File: src/rtl/fp2_lazy_mac.sv
module fp2_lazy_mac #(
  parameter int W     = 8,
  parameter int MOD   = 251,
  parameter int NCOEF = 6,
  localparam int IW   = $clog2(NCOEF)
) (
  input  logic               clk,
  input  logic               rst_n,
  input  logic               in_valid,
  input  logic               clear,
  input  logic               last,
  input  logic [IW-1:0]      j_idx,
  input  logic [IW-1:0]      k_idx,
  input  logic [W-1:0]       p_rr,
  input  logic [W-1:0]       p_ii,
  input  logic [W-1:0]       p_ri,
  input  logic [W-1:0]       p_ir,
  output logic               out_valid,
  output logic [NCOEF*W-1:0] out_re,
  output logic [NCOEF*W-1:0] out_im
);

  localparam logic [W:0]  MODW = (W+1)'(MOD);
  localparam logic [IW:0] NC   = (IW+1)'(NCOEF);

  function automatic logic [W-1:0] add_mod(input logic [W-1:0] x, input logic [W-1:0] y);
    logic [W:0] s;
    s = {1'b0, x} + {1'b0, y};
    return (s >= MODW) ? W'(s - MODW) : W'(s);
  endfunction

  function automatic logic [W-1:0] sub_mod(input logic [W-1:0] x, input logic [W-1:0] y);
    return (x >= y) ? (x - y) : W'({1'b0, x} + MODW - {1'b0, y});
  endfunction

  logic [W-1:0] acc_re [NCOEF];
  logic [W-1:0] acc_im [NCOEF];

  logic [IW:0] ksum, tgt;
  logic        wrap, in_rng;
  logic [W-1:0] a_part, b_part, d_re, d_im;

  assign in_rng = ({1'b0, j_idx} < NC) && ({1'b0, k_idx} < NC);
  assign ksum   = {1'b0, j_idx} + {1'b0, k_idx};
  assign wrap   = ksum >= NC;
  assign tgt    = wrap ? ksum - NC : ksum;

  assign a_part = sub_mod(p_rr, p_ii);
  assign b_part = add_mod(p_ri, p_ir);
  assign d_re   = wrap ? sub_mod(a_part, b_part) : a_part;
  assign d_im   = wrap ? add_mod(a_part, b_part) : b_part;

  for (genvar c = 0; c < NCOEF; c++) begin : g_coef
    logic         hit;
    logic [W-1:0] base_re, base_im;
    assign hit     = in_rng && (tgt == (IW+1)'(c));
    assign base_re = clear ? '0 : acc_re[c];
    assign base_im = clear ? '0 : acc_im[c];

    always_ff @(posedge clk) begin
      if (!rst_n) begin
        acc_re[c] <= '0;
        acc_im[c] <= '0;
      end else if (in_valid) begin
        acc_re[c] <= hit ? add_mod(base_re, d_re) : base_re;
        acc_im[c] <= hit ? add_mod(base_im, d_im) : base_im;
      end
    end

    assign out_re[c*W +: W] = acc_re[c];
    assign out_im[c*W +: W] = acc_im[c];
  end

  always_ff @(posedge clk) begin
    if (!rst_n) out_valid <= 1'b0;
    else        out_valid <= in_valid && last;
  end

endmodule


File: config.mk
export PLATFORM = sky130hd
export DESIGN_NAME = fp2_lazy_mac
export DESIGN_NICKNAME = d
export VERILOG_FILES = /design/src/rtl/fp2_lazy_mac.sv
export SDC_FILE = /design/constraint.sdc
export NUM_CORES = 1
export LEC_CHECK = 0
export BUFFER_PORTS_ARGS = -buffer_cell sky130_fd_sc_hd__buf_2
export CAP_MARGIN = 10
export CORE_MARGIN = 5
export CORE_UTILIZATION = 60
export CTS_CLUSTER_DIAMETER = 60
export DETAILED_ROUTE_END_ITERATION = 10
export HOLD_SLACK_MARGIN = 0.12
export PLACE_DENSITY = 0.82
export SYNTH_ARGS = -nofsm -noshare
export SYNTH_HDL_FRONTEND = slang
export SYNTH_SLANG_ARGS = --single-unit
File: constraint.sdc
create_clock -name clk -period 10.5 [get_ports clk]
set_clock_uncertainty 0.2 [all_clocks]
set_input_delay 0 -clock clk [delete_from_list [all_inputs] [get_ports clk]]
set_output_delay 0 -clock clk [all_outputs]
set_load 0.005 [all_outputs]
# Word level (Yosys, flattened, before mapping)
# Memories as Yosys holds them, arrays and structs flattened.
# Index checks and enable logic that the tools add are counted.
# Widths: inputs -> output; s select.
[word_totals] reg_bits=1 ramBits=96 in_bits=43 out_inout_bits=97 n_memories=2
[mem_list] memory="acc_im" words=6 width=8 rd=6 rd_clocked_by_memory_dff=0 wr=6 line="37" rtl="logic [W-1:0] acc_im [NCOEF];"
[mem_list] memory="acc_re" words=6 width=8 rd=6 rd_clocked_by_memory_dff=0 wr=6 line="36" rtl="logic [W-1:0] acc_re [NCOEF];"
[classes] addsub=36 magnitude_cmp=19 n_eq_ne=5 n_mux=59 n_bitwise=12 reduce_logical=9
[op_table] cell="$mux 8" count=54
[op_table] cell="$add 8x8->9" count=14
[op_table] cell="$ge 9x8->1 const B" count=14
[op_table] cell="$sub 8x8->8 const B" count=14
[op_table] cell="$sub 8x8->8" count=4
[op_table] cell="$add 8x8->8 const B" count=2
[op_table] cell="$ge 8x8->1" count=2
[op_table] cell="$or 1x1->1" count=12
[op_table] cell="$eq 4x2->1 const B" count=2
[op_table] cell="$eq 4x3->1 const B" count=2
[op_table] cell="$logic_and 1x1->1" count=8
[op_table] cell="$lt 3x3->1 const B" count=2
[op_table] cell="$add 3x3->4" count=1
[op_table] cell="$eq 4x1->1 const B" count=1
[op_table] cell="$ge 4x3->1 const B" count=1
[op_table] cell="$logic_not 4->1" count=1
[op_table] cell="$mux 1" count=4
[op_table] cell="$mux 4" count=1
[op_table] cell="$sub 4x3->4 const B" count=1

# Longest topological paths before layout
# Gate-level depths: netlist of the first run.
[logic_depth] depth_word=12 mapped_depth=49 ltp_nobuf=46

# Least setup slack after synthesis of the first run
# OpenSTA, ideal clock, no wires.
[synth_path] path_kind="input -> register" start="input port p_rr[0]" end="memory acc_re[1][6] (data pin)" t_arrival_ps=7351 required_ps=10025 path_slack_ps=2674 stages=48 path_buffers=3 path_cell_list="inv_1 > ha_1 > inv_1 > fa_1 > a21oi_1 > nor2_1 > nor2_1 > o21bai_1 > a21oi_1 > o31ai_1 > a21o_1 > a21oi_1 > clkbuf_1 > nand2_1 > o21ai_0 > inv_1 > ha_1 > buf_2 > [... 12 more ...] > xnor2_1 > o21ai_0 > ha_1 > inv_1 > fa_1 > inv_1 > a21oi_1 > o21bai_1 > a21oi_1 > o21bai_1 > xor2_1 > nand3_1 > a21oi_1 > a221oi_1 > nor2_1 > nand3_1 > xor2_1 > a211oi_1"
[synth_lines] element="from (decl)" line="14" rtl="input logic [W-1:0] p_rr,"
[synth_lines] element="to (decl)" line="36"

==> results.md, run 1 <==
- The run finished with clean final reports.
- By area the synthesized netlist is led by sky130_fd_sc_hd__edfxtp_1 20%, sky130_fd_sc_hd__ha_1 15%, sky130_fd_sc_hd__xnor2_1 7.5%.
- The endpoint required time on the critical path is slightly above 10 ns.
- The worst hold slack is between 0.15 and 0.2 ns.
- The initial antenna violation count was 0.
- The area growth from synthesis to layout is 9.06%.
- The clock insertion delay at the later pin of the skew report is ~0.37 ns.
- The sequential cell area is 2900 um^2.
- The number of core rows is 56.
- Across the VDD grid, the largest voltage drop is around 0.00014 V.
- The worst hold path class is input pin to flop.
- The root cell of the clock tree is sky130_fd_sc_hd__clkbuf_16.
- The number of input and output port buffers inserted is between 100 and 150.
- The number of synthesized flops with an enable pin is 96.
- For this run, the number of Yosys warnings is 0.
- The routed via count divided by cell count is roughly 6.2.
- The floorplan step defined a die boundary enclosing between 20000 and 30000 um^2.
- The worst setup path is launched from an input pin.
- After clock tree synthesis, the setup repair step added 0 buffers.
- The number of top-level pins is 140.
- The average instance in the mapped netlist occupies between 8 and 9 um^2.
- For this design, the slowest cell found on the critical path is sky130_fd_sc_hd__o21ai_0.
- The async set-or-reset flop fraction in the synthesized netlist is 0%.
- After layout, the worst path uses between 80 and 90% of the clock period.
- The width of the chip is roughly 160 um.
- The detail route stage leaves a number of antenna-violating nets equal to 0.
- The detailed router finished its first iteration with approximately 1100 violations.
- The area of the mapped netlist is about 14000 um^2.
- Measured against its own limit, the worst slew margin works out to about a fifth.
- The maximum root-to-sink buffer count is 2.
- The HPWL after detailed placement is between 20 and 30 mm.
- The tree built by TritonCTS fans out to just under 100 sinks.
- The repair_antennas step left the layout with diodes totalling 0.
- TritonCTS built the clock tree.
- The finished cells cover between 15000 and 20000 um^2.
- The first TritonRoute pass finished after 6 iterations.
- The total of endpoints with negative setup slack in the final report is 0.
- The die boundary height is approximately 160 um.
- The area inside the core boundary is approximately 23000 um^2.
- The total congestion overflow is 0.
- The power per cell area is roughly 330 nW/um^2.
- For this block, the via count after detailed routing is roughly 13000.
- Synthesis inferred 97 register bits.
- The total negative slack for setup checks is 0 ns.
- The clock-pin slew of the registers on the worst-case setup and hold paths is roughly 0.08 ns.
- Synthesis instantiated 94 different standard cells from the library.
- When the netlist entered floorplanning its net count stood at around 2000.
- The via count of the first global-routing pass is about 13000.
- The clock buffer count from CTS is 9.
- The biggest area contributor in the post-synthesis netlist is sky130_fd_sc_hd__edfxtp_1.
- The layout has approximately 2000 filler cells.
- The post-route netlist has between 10 and 15% of its cells at a drive strength greater than 1.
- The critical path is of the input pin to flop type.
- The portion of the post-synthesis area used by sequential elements is 20.4%.
- The net count of the finished layout is a little over 2000.
- In the synthesized netlist, the cells that appear most often are 165 x sky130_fd_sc_hd__ha_1, 151 x sky130_fd_sc_hd__nor2_1, 132 x sky130_fd_sc_hd__a21oi_1, 121 x sky130_fd_sc_hd__xnor2_1, 120 x sky130_fd_sc_hd__inv_1.
- STA classifies the critical path endpoint as a flop.
- Derived from the worst setup path, the maximum achievable clock frequency is 110 MHz.
- The global routing usage summed across all routing layers is 28.9%.
- The cell count after synthesis came out at around 1700.
- Setup repair after global routing left no endpoint under its margin.
- The deepest level of the CTS H-tree is 3.
- The cell area after placement is between 15000 and 20000 um^2.
- Summed over all cells, the static leakage comes to 6.83 nW.
- The most used flip-flop cell after synthesis is sky130_fd_sc_hd__edfxtp_1.
- The global-route wire length before repair is roughly 64 mm.
- The minimum period implied by the final worst setup slack is between 9 and 10 ns.
- Entering global routing, the biggest net connects 63 pins.
- The multi-input logic area is around 11000 um^2.
- The number of remaining DRC errors is 0.
- The max capacitance violation total is 0.
- The count of cells in the finished layout, fillers not included, comes to 2158.
- sky130_fd_sc_hd__ha_1 is the most common cell in the netlist.
- The arrival time of the worst setup path is approximately 9.0 ns.
- Including well taps, the total number of placed cells is between 2000 and 2500.
- The stage delay of the slowest cell on the critical path is 0.84 ns.
- The final routed wirelength across all metal layers is between 30 and 40 mm.
- The effective utilization at floorplan is between 60% and 70%.
- The max-slew violation count came to 0.
- The final-report hold violation count is 0.
- The top cell type by area accounts for 20.3% of the synthesized area.
- The transition time at the pin with the least slew margin is approximately 1.2 ns.
- Of all nets on the critical path, the largest fanout is 14.
- The congestion estimate from routability-driven global placement came to between 0.9 and 1.
- The most common cell type on the critical path is sky130_fd_sc_hd__nor2_1.
- The per-cell routed wire length is 18.3 um.
-- metrics by stage --
stage	util (%)	setup slack, ns	power (W)
finish	66.2	1.40	0.00505
global route	66.2	0.557	0.00549
CTS	66.2	1.55	0.00497
detailed placement	64.9	1.20	0.00458
global placement	64.9	1.62	0.00447
floorplan	-	2.67	0.00376
-- final cells by class --
cell class / instances / share of cell area [%]
multi-input combinational: 1453 / 68.6
clock inverter: 7 / 0.508
inverter: 120 / 2.91
timing repair buffer: 153 / 5.20
tap: 319 / 2.57
clock buffer: 9 / 1.45
sequential: 97 / 18.7
-- metal layers --
metal	wire length, um	track usage (%)	share of wire [%]
met5	0	0	0
met3	2830	3.94	7.2
met2	18100	48.1	46
met4	1340	10.7	3.4
met1	17200	38.4	44
-- critical path: cells and delay by family --
family	cells	cell delay, ns
simple gates	13	1.44
xor+xnor	3	0.41
compound gates	18	4.68
buf+inv	7	0.61
fa+ha+maj	5	1.83
-- logic make-up after synthesis --
group           count (synthesis)  synth area share [%]
mux                            29                  2.06
simple gates                  537                  19.1
buf+inv                       182                  4.89
fa+ha+maj                     181                  16.6
xor+xnor                      182                  11.4
flops                          97                  20.4
compound gates                524                  25.5
-- path summary, 6_finish.rpt --
| path | startpoint | endpoint | slack [ns] | cells past startpoint |
|---|---|---|---|---|
| setup / recovery | p_rr[0] | acc_re[1][6] | 1.40 | 46 |
| hold / removal | rst_n | acc_im[0][1] | 0.17 | 2 |
| setup reg to reg | acc_re[1][0] | acc_re[1][6] | 6.34 | 17 |
| hold reg to reg | acc_im[4][6] | acc_im[4][6] | 0.53 | 2 |
-- state kept, by name (all words and copies together) (netlist names) --
name	cells
out_valid	1
acc_re	48
acc_im	48
-- cell usage in the layout, fill, tap and decap left out, drive strengths merged, types with 5 or more instances in the layout --
master / netlist / layout
ha: 165 / 165
nor2: 151 / 151
buf: 9 / 151
a21oi: 134 / 134
xnor2: 125 / 125
inv: 120 / 124
nand2: 102 / 102
o21ai: 102 / 102
edfxtp: 96 / 96
nor2b: 94 / 94
xor2: 57 / 57
nand3: 48 / 48
a211oi: 46 / 46
o21bai: 36 / 36
a21o: 35 / 35
nor3: 30 / 30
mux2i: 27 / 27
o211ai: 23 / 23
a31oi: 21 / 21
or3: 17 / 17
and2: 16 / 16
fa: 14 / 14
nand2b: 14 / 14
o31ai: 14 / 14
o21a: 13 / 13
a311oi: 13 / 13
or2: 11 / 11
o211a: 10 / 10
clkbuf: 53 / 9
nand4: 8 / 8
or4: 8 / 8
nor3b: 7 / 7
and3: 7 / 7
a31o: 7 / 7
a221oi: 7 / 7
nor4: 7 / 7
a21boi: 7 / 7
o2111ai: 5 / 5
-- what timing repair did --
item                      CTS  global route
hold endpoints to repair    1             0
gates resized for setup     0             0
hold buffers                2             0
-- report_power, final --
part / switching, W / internal [W] / leakage, nW
clock: 0.000187 / 0.000171 / 0.150
sequential: 0.0000179 / 0.000459 / 1.07
combinational: 0.00259 / 0.00162 / 5.61
Power figures use the tool's default switching activity.
==> inputs of run 2 (changes only) <==
==> constraint.sdc (replaced) <==
create_clock -name clk -period 10.5 [get_ports clk]
set_clock_uncertainty 0.2 [all_clocks]
set_input_delay 2.1 -clock clk [delete_from_list [all_inputs] [get_ports clk]]
set_output_delay 2.1 -clock clk [all_outputs]
set_load 0.005 [all_outputs]
==> run 2 against run 1 <==
Via count up 0.47%. Worst setup slack worse by 0.89 ns. Sequential power about the same. Global-route usage down 0.32 points. Cell count up 1.2%. First-iteration DRC count up 3.6%. Design area up 1.4%. Clock power up 4%. Flip-flop and latch count unchanged. Count of clock-buffer cells in the layout unchanged. Critical endpoint is now acc_im[5][1].
==> results.md, run 2 (synthesized netlist as in run 1, its figures left out) <==
- Counting along the longest clock path gives a buffer depth of 2.
- The number of hold buffers added after CTS was 0.
- The final core utilization is 67.2%.
- The share of cells above drive strength 1 is between 10% and 20%.
- The via count of the first global-routing pass is approximately 13000.
- The kind of cell adding the most delay to the critical path is compound AO/OA/AOI/OAI gates.
- The worst hold path terminates at acc_im[4][6].
- The library cell contributing the largest single delay on the critical path is sky130_fd_sc_hd__or4_4.
- The final routed wirelength across all metal layers is a little under 40 mm.
- The startpoint identified for the worst hold timing path is acc_im[4][6].
- The global-route wire length before repair is between 60 and 70 mm.
- The max-slew violation count was 0.
- STA puts the critical path data arrival time at 9.86 ns.
- The floorplan step defined a core boundary enclosing around 23000 um^2.
- For the worst flop-to-flop path, the logic depth is 18.
- Measured along the x axis, the die boundary spans between 150 and 200 um.
- The stage delay of the slowest cell on the critical path is between 0.5 and 0.6 ns.
- The number of top-level pins is 140.
- The global placement routability congestion is ~0.94.
- The count of antenna-violating nets left after detailed routing is 0.
- The area growth from synthesis to layout is 10.6%.
- Across the run, the number of max-cap violations was 0.
- The minimum period implied by the final worst setup slack is around 10 ns.
- The initial detailed-routing violation count is 1161.
- The floorplan step defined a die boundary enclosing about 27000 um^2.
- Adding up every negative setup slack in the final design gives 0 ns.
- The count of buffering cells on the critical path with inverters included is 3.
- Measured along the y axis, the die boundary spans around 160 um.
- After clock tree synthesis, the clock-pin slew on the worst setup and hold paths is roughly 0.080 ns.
- In this run the core area contains 56 standard-cell rows.
- In this run the tool buffered the top-level ports with approximately 140 buffer cells.
- The deepest level of the CTS H-tree is 3.
- Setup repair after global routing left no endpoint under its margin.
- At the pin with the least slew margin, the transition time is between 1 and 1.5 ns.
- The routed via count divided by cell count is between 6 and 7.
- The clock tree from TritonCTS is yes.
- The critical path in this run is classified as input pin to flop.
- The endpoint of the worst register-to-register path is acc_re[1][6].
- 0 antenna diodes ended up in the layout.
- Timing would allow up to between 100 and 150 MHz.
- For this run, design rule violations remaining after detail routing come to 0.
- Of all nets on the critical path, the largest fanout is 6.
- The flow ran to the end, and the final reports show no timing, DRC or antenna violations.
- Global routing used around 29% of the available tracks across all layers.
- The worst voltage drop across the vdd grid is between 0.0001 and 0.00015 V.
- The worst-case headroom to the max-slew limit is 21.3%.
- The clock net in this run drives a total of 97 sinks.
- The worst setup path is launched from an input pin.
- The launch point of the worst reg-to-reg path is acc_re[1][0].
- Across all layers, the routed design uses 13400 vias.
- The root cell of the clock tree is sky130_fd_sc_hd__clkbuf_16.
- The endpoint required time on the critical path is 10.38 ns.
- The total of endpoints with negative setup slack in the final report is 0.
- The cell that appears most often on the critical path is sky130_fd_sc_hd__nand2_1.
- The final-report hold violation count is 0.
- The worst hold slack is about 0.54 ns.
- Along the worst hold path, the cell count comes to 2.
- The HPWL after detailed placement is 29.7 mm.
- The initial antenna violation count came to 0.
- The most common cell after layout, fill and taps aside is sky130_fd_sc_hd__ha_1.
- The first detailed-routing pass ran for 7 iterations.
- In this run, CTS created clock tree buffers numbering 9.
- The analysis attributes to cell leakage a power of ~7.0 nW.
- In the layout the commonest cells are 165 x sky130_fd_sc_hd__ha_1, 150 x sky130_fd_sc_hd__nor2_1, 139 x sky130_fd_sc_hd__buf_2.
- The largest registers in the layout are acc_im x48, acc_re x48, out_valid x1.
- Entering global routing, the biggest net connects 65 pins.
- The per-cell routed wire length is 18.0 um.
- At the end of the flow, the number of nets in the layout was 2081.
- The later pin in the worst-skew pair is clocked with a latency of 0.37 ns.
- The total overflow left after global routing is 0.
- The initial utilization of the core area, before any placement, comes to between 60% and 70%.
- The power per cell area is ~330 nW/um^2.
- The setup slack on the worst flop-to-flop path is roughly 6.6 ns.
- The worst hold path class is flop to flop.
- The post-route clock period utilization is 95.1%.
- STA classifies the critical path endpoint as a flop.
run 2: changes by cell type in the layout (fill, tap and decap cells not counted), sizes merged:
| cell | change |
|---|---|
| buf | +27 |
| bufinv | +1 |
| inv | -1 |
| dlygate4sd3 | -2 |
run 2: worst max-delay path by stage:
stage	slack, ns	end	startpoint	cells after the start
2_1_floorplan	0.57	acc_re[1][6]	p_rr[0]	48
3_3_place_gp	0.45	acc_im[1][0]	p_ri[0]	32
3_5_place_dp	0.15	acc_im[3][4]	p_ri[0]	29
4_1_cts	0.51	acc_im[1][0]	p_ri[0]	32
5_1_grt	0.02	acc_re[2][6]	p_rr[0]	46
6_report	0.51	acc_im[5][1]	p_ri[0]	34
run 2: cell type report:
class / instances / area [um^2]
Multi-Input combinational cell: 1453 / 10600
Fill cell: 1981 / 7690
Sequential cell: 97 / 2900
Timing Repair Buffer: 178 / 996
Inverter: 120 / 450
Tap cell: 319 / 399
Clock buffer: 9 / 225
Clock inverter: 7 / 95.1
run 2: power breakdown:
| part | switching (W) | internal (W) | leakage, nW | total (W) |
|---|---|---|---|---|
| Combinational | 0.00260 | 0.00169 | 5.73 | 0.00429 |
| Clock | 0.000182 | 0.000193 | 0.157 | 0.000374 |
| Sequential | 0.0000171 | 0.000459 | 1.07 | 0.000476 |
run 2: worst register-to-register path, stage by stage, from the launching register on:
cell and delay, ns:
sky130_fd_sc_hd__edfxtp_1 0.41, sky130_fd_sc_hd__nor2b_1 0.20, sky130_fd_sc_hd__ha_1 0.21, sky130_fd_sc_hd__inv_1 0.07
sky130_fd_sc_hd__fa_1 0.44, sky130_fd_sc_hd__inv_1 0.08, sky130_fd_sc_hd__a21oi_1 0.08, sky130_fd_sc_hd__o21bai_1 0.22
sky130_fd_sc_hd__a21oi_1 0.11, sky130_fd_sc_hd__o21bai_1 0.19, sky130_fd_sc_hd__xor2_1 0.24, sky130_fd_sc_hd__nand3_1 0.14
sky130_fd_sc_hd__a21oi_1 0.14, sky130_fd_sc_hd__a221oi_1 0.10, sky130_fd_sc_hd__buf_4 0.18, sky130_fd_sc_hd__nor2_1 0.18
sky130_fd_sc_hd__nand3_1 0.12, sky130_fd_sc_hd__xor2_1 0.16, sky130_fd_sc_hd__a211oi_1 0.22
run 2: per-layer routing:
layer / GRT usage, % / up-vias / share of wire, %
met5: 0 / - / 0
met4: 11.6 / 0 / 3.2
met3: 3.91 / 90 / 6.4
met2: 48.2 / 453 / 47
met1: 37.1 / 6335 / 44
li1: - / 6567 / -
run 2: per-stage QoR:
step                cell area (um^2)  worst slack (ns)  std cells  power, W
floorplan                      14200             0.574       1732   0.00376
global placement               15400             0.452       2166   0.00454
detailed placement             15400             0.147       2166   0.00466
CTS                            15700             0.514       2182   0.00507
global route                   15700            0.0165       2183   0.00559
finish                         15700             0.514       2183   0.00514
run 2: repair_timing:
item / in CTS / in global routing
endpoints found under the hold margin: 0 / 0
resized for setup: 0 / 2
buffers inserted: 0 / 0
setup endpoints to repair: 0 / 7
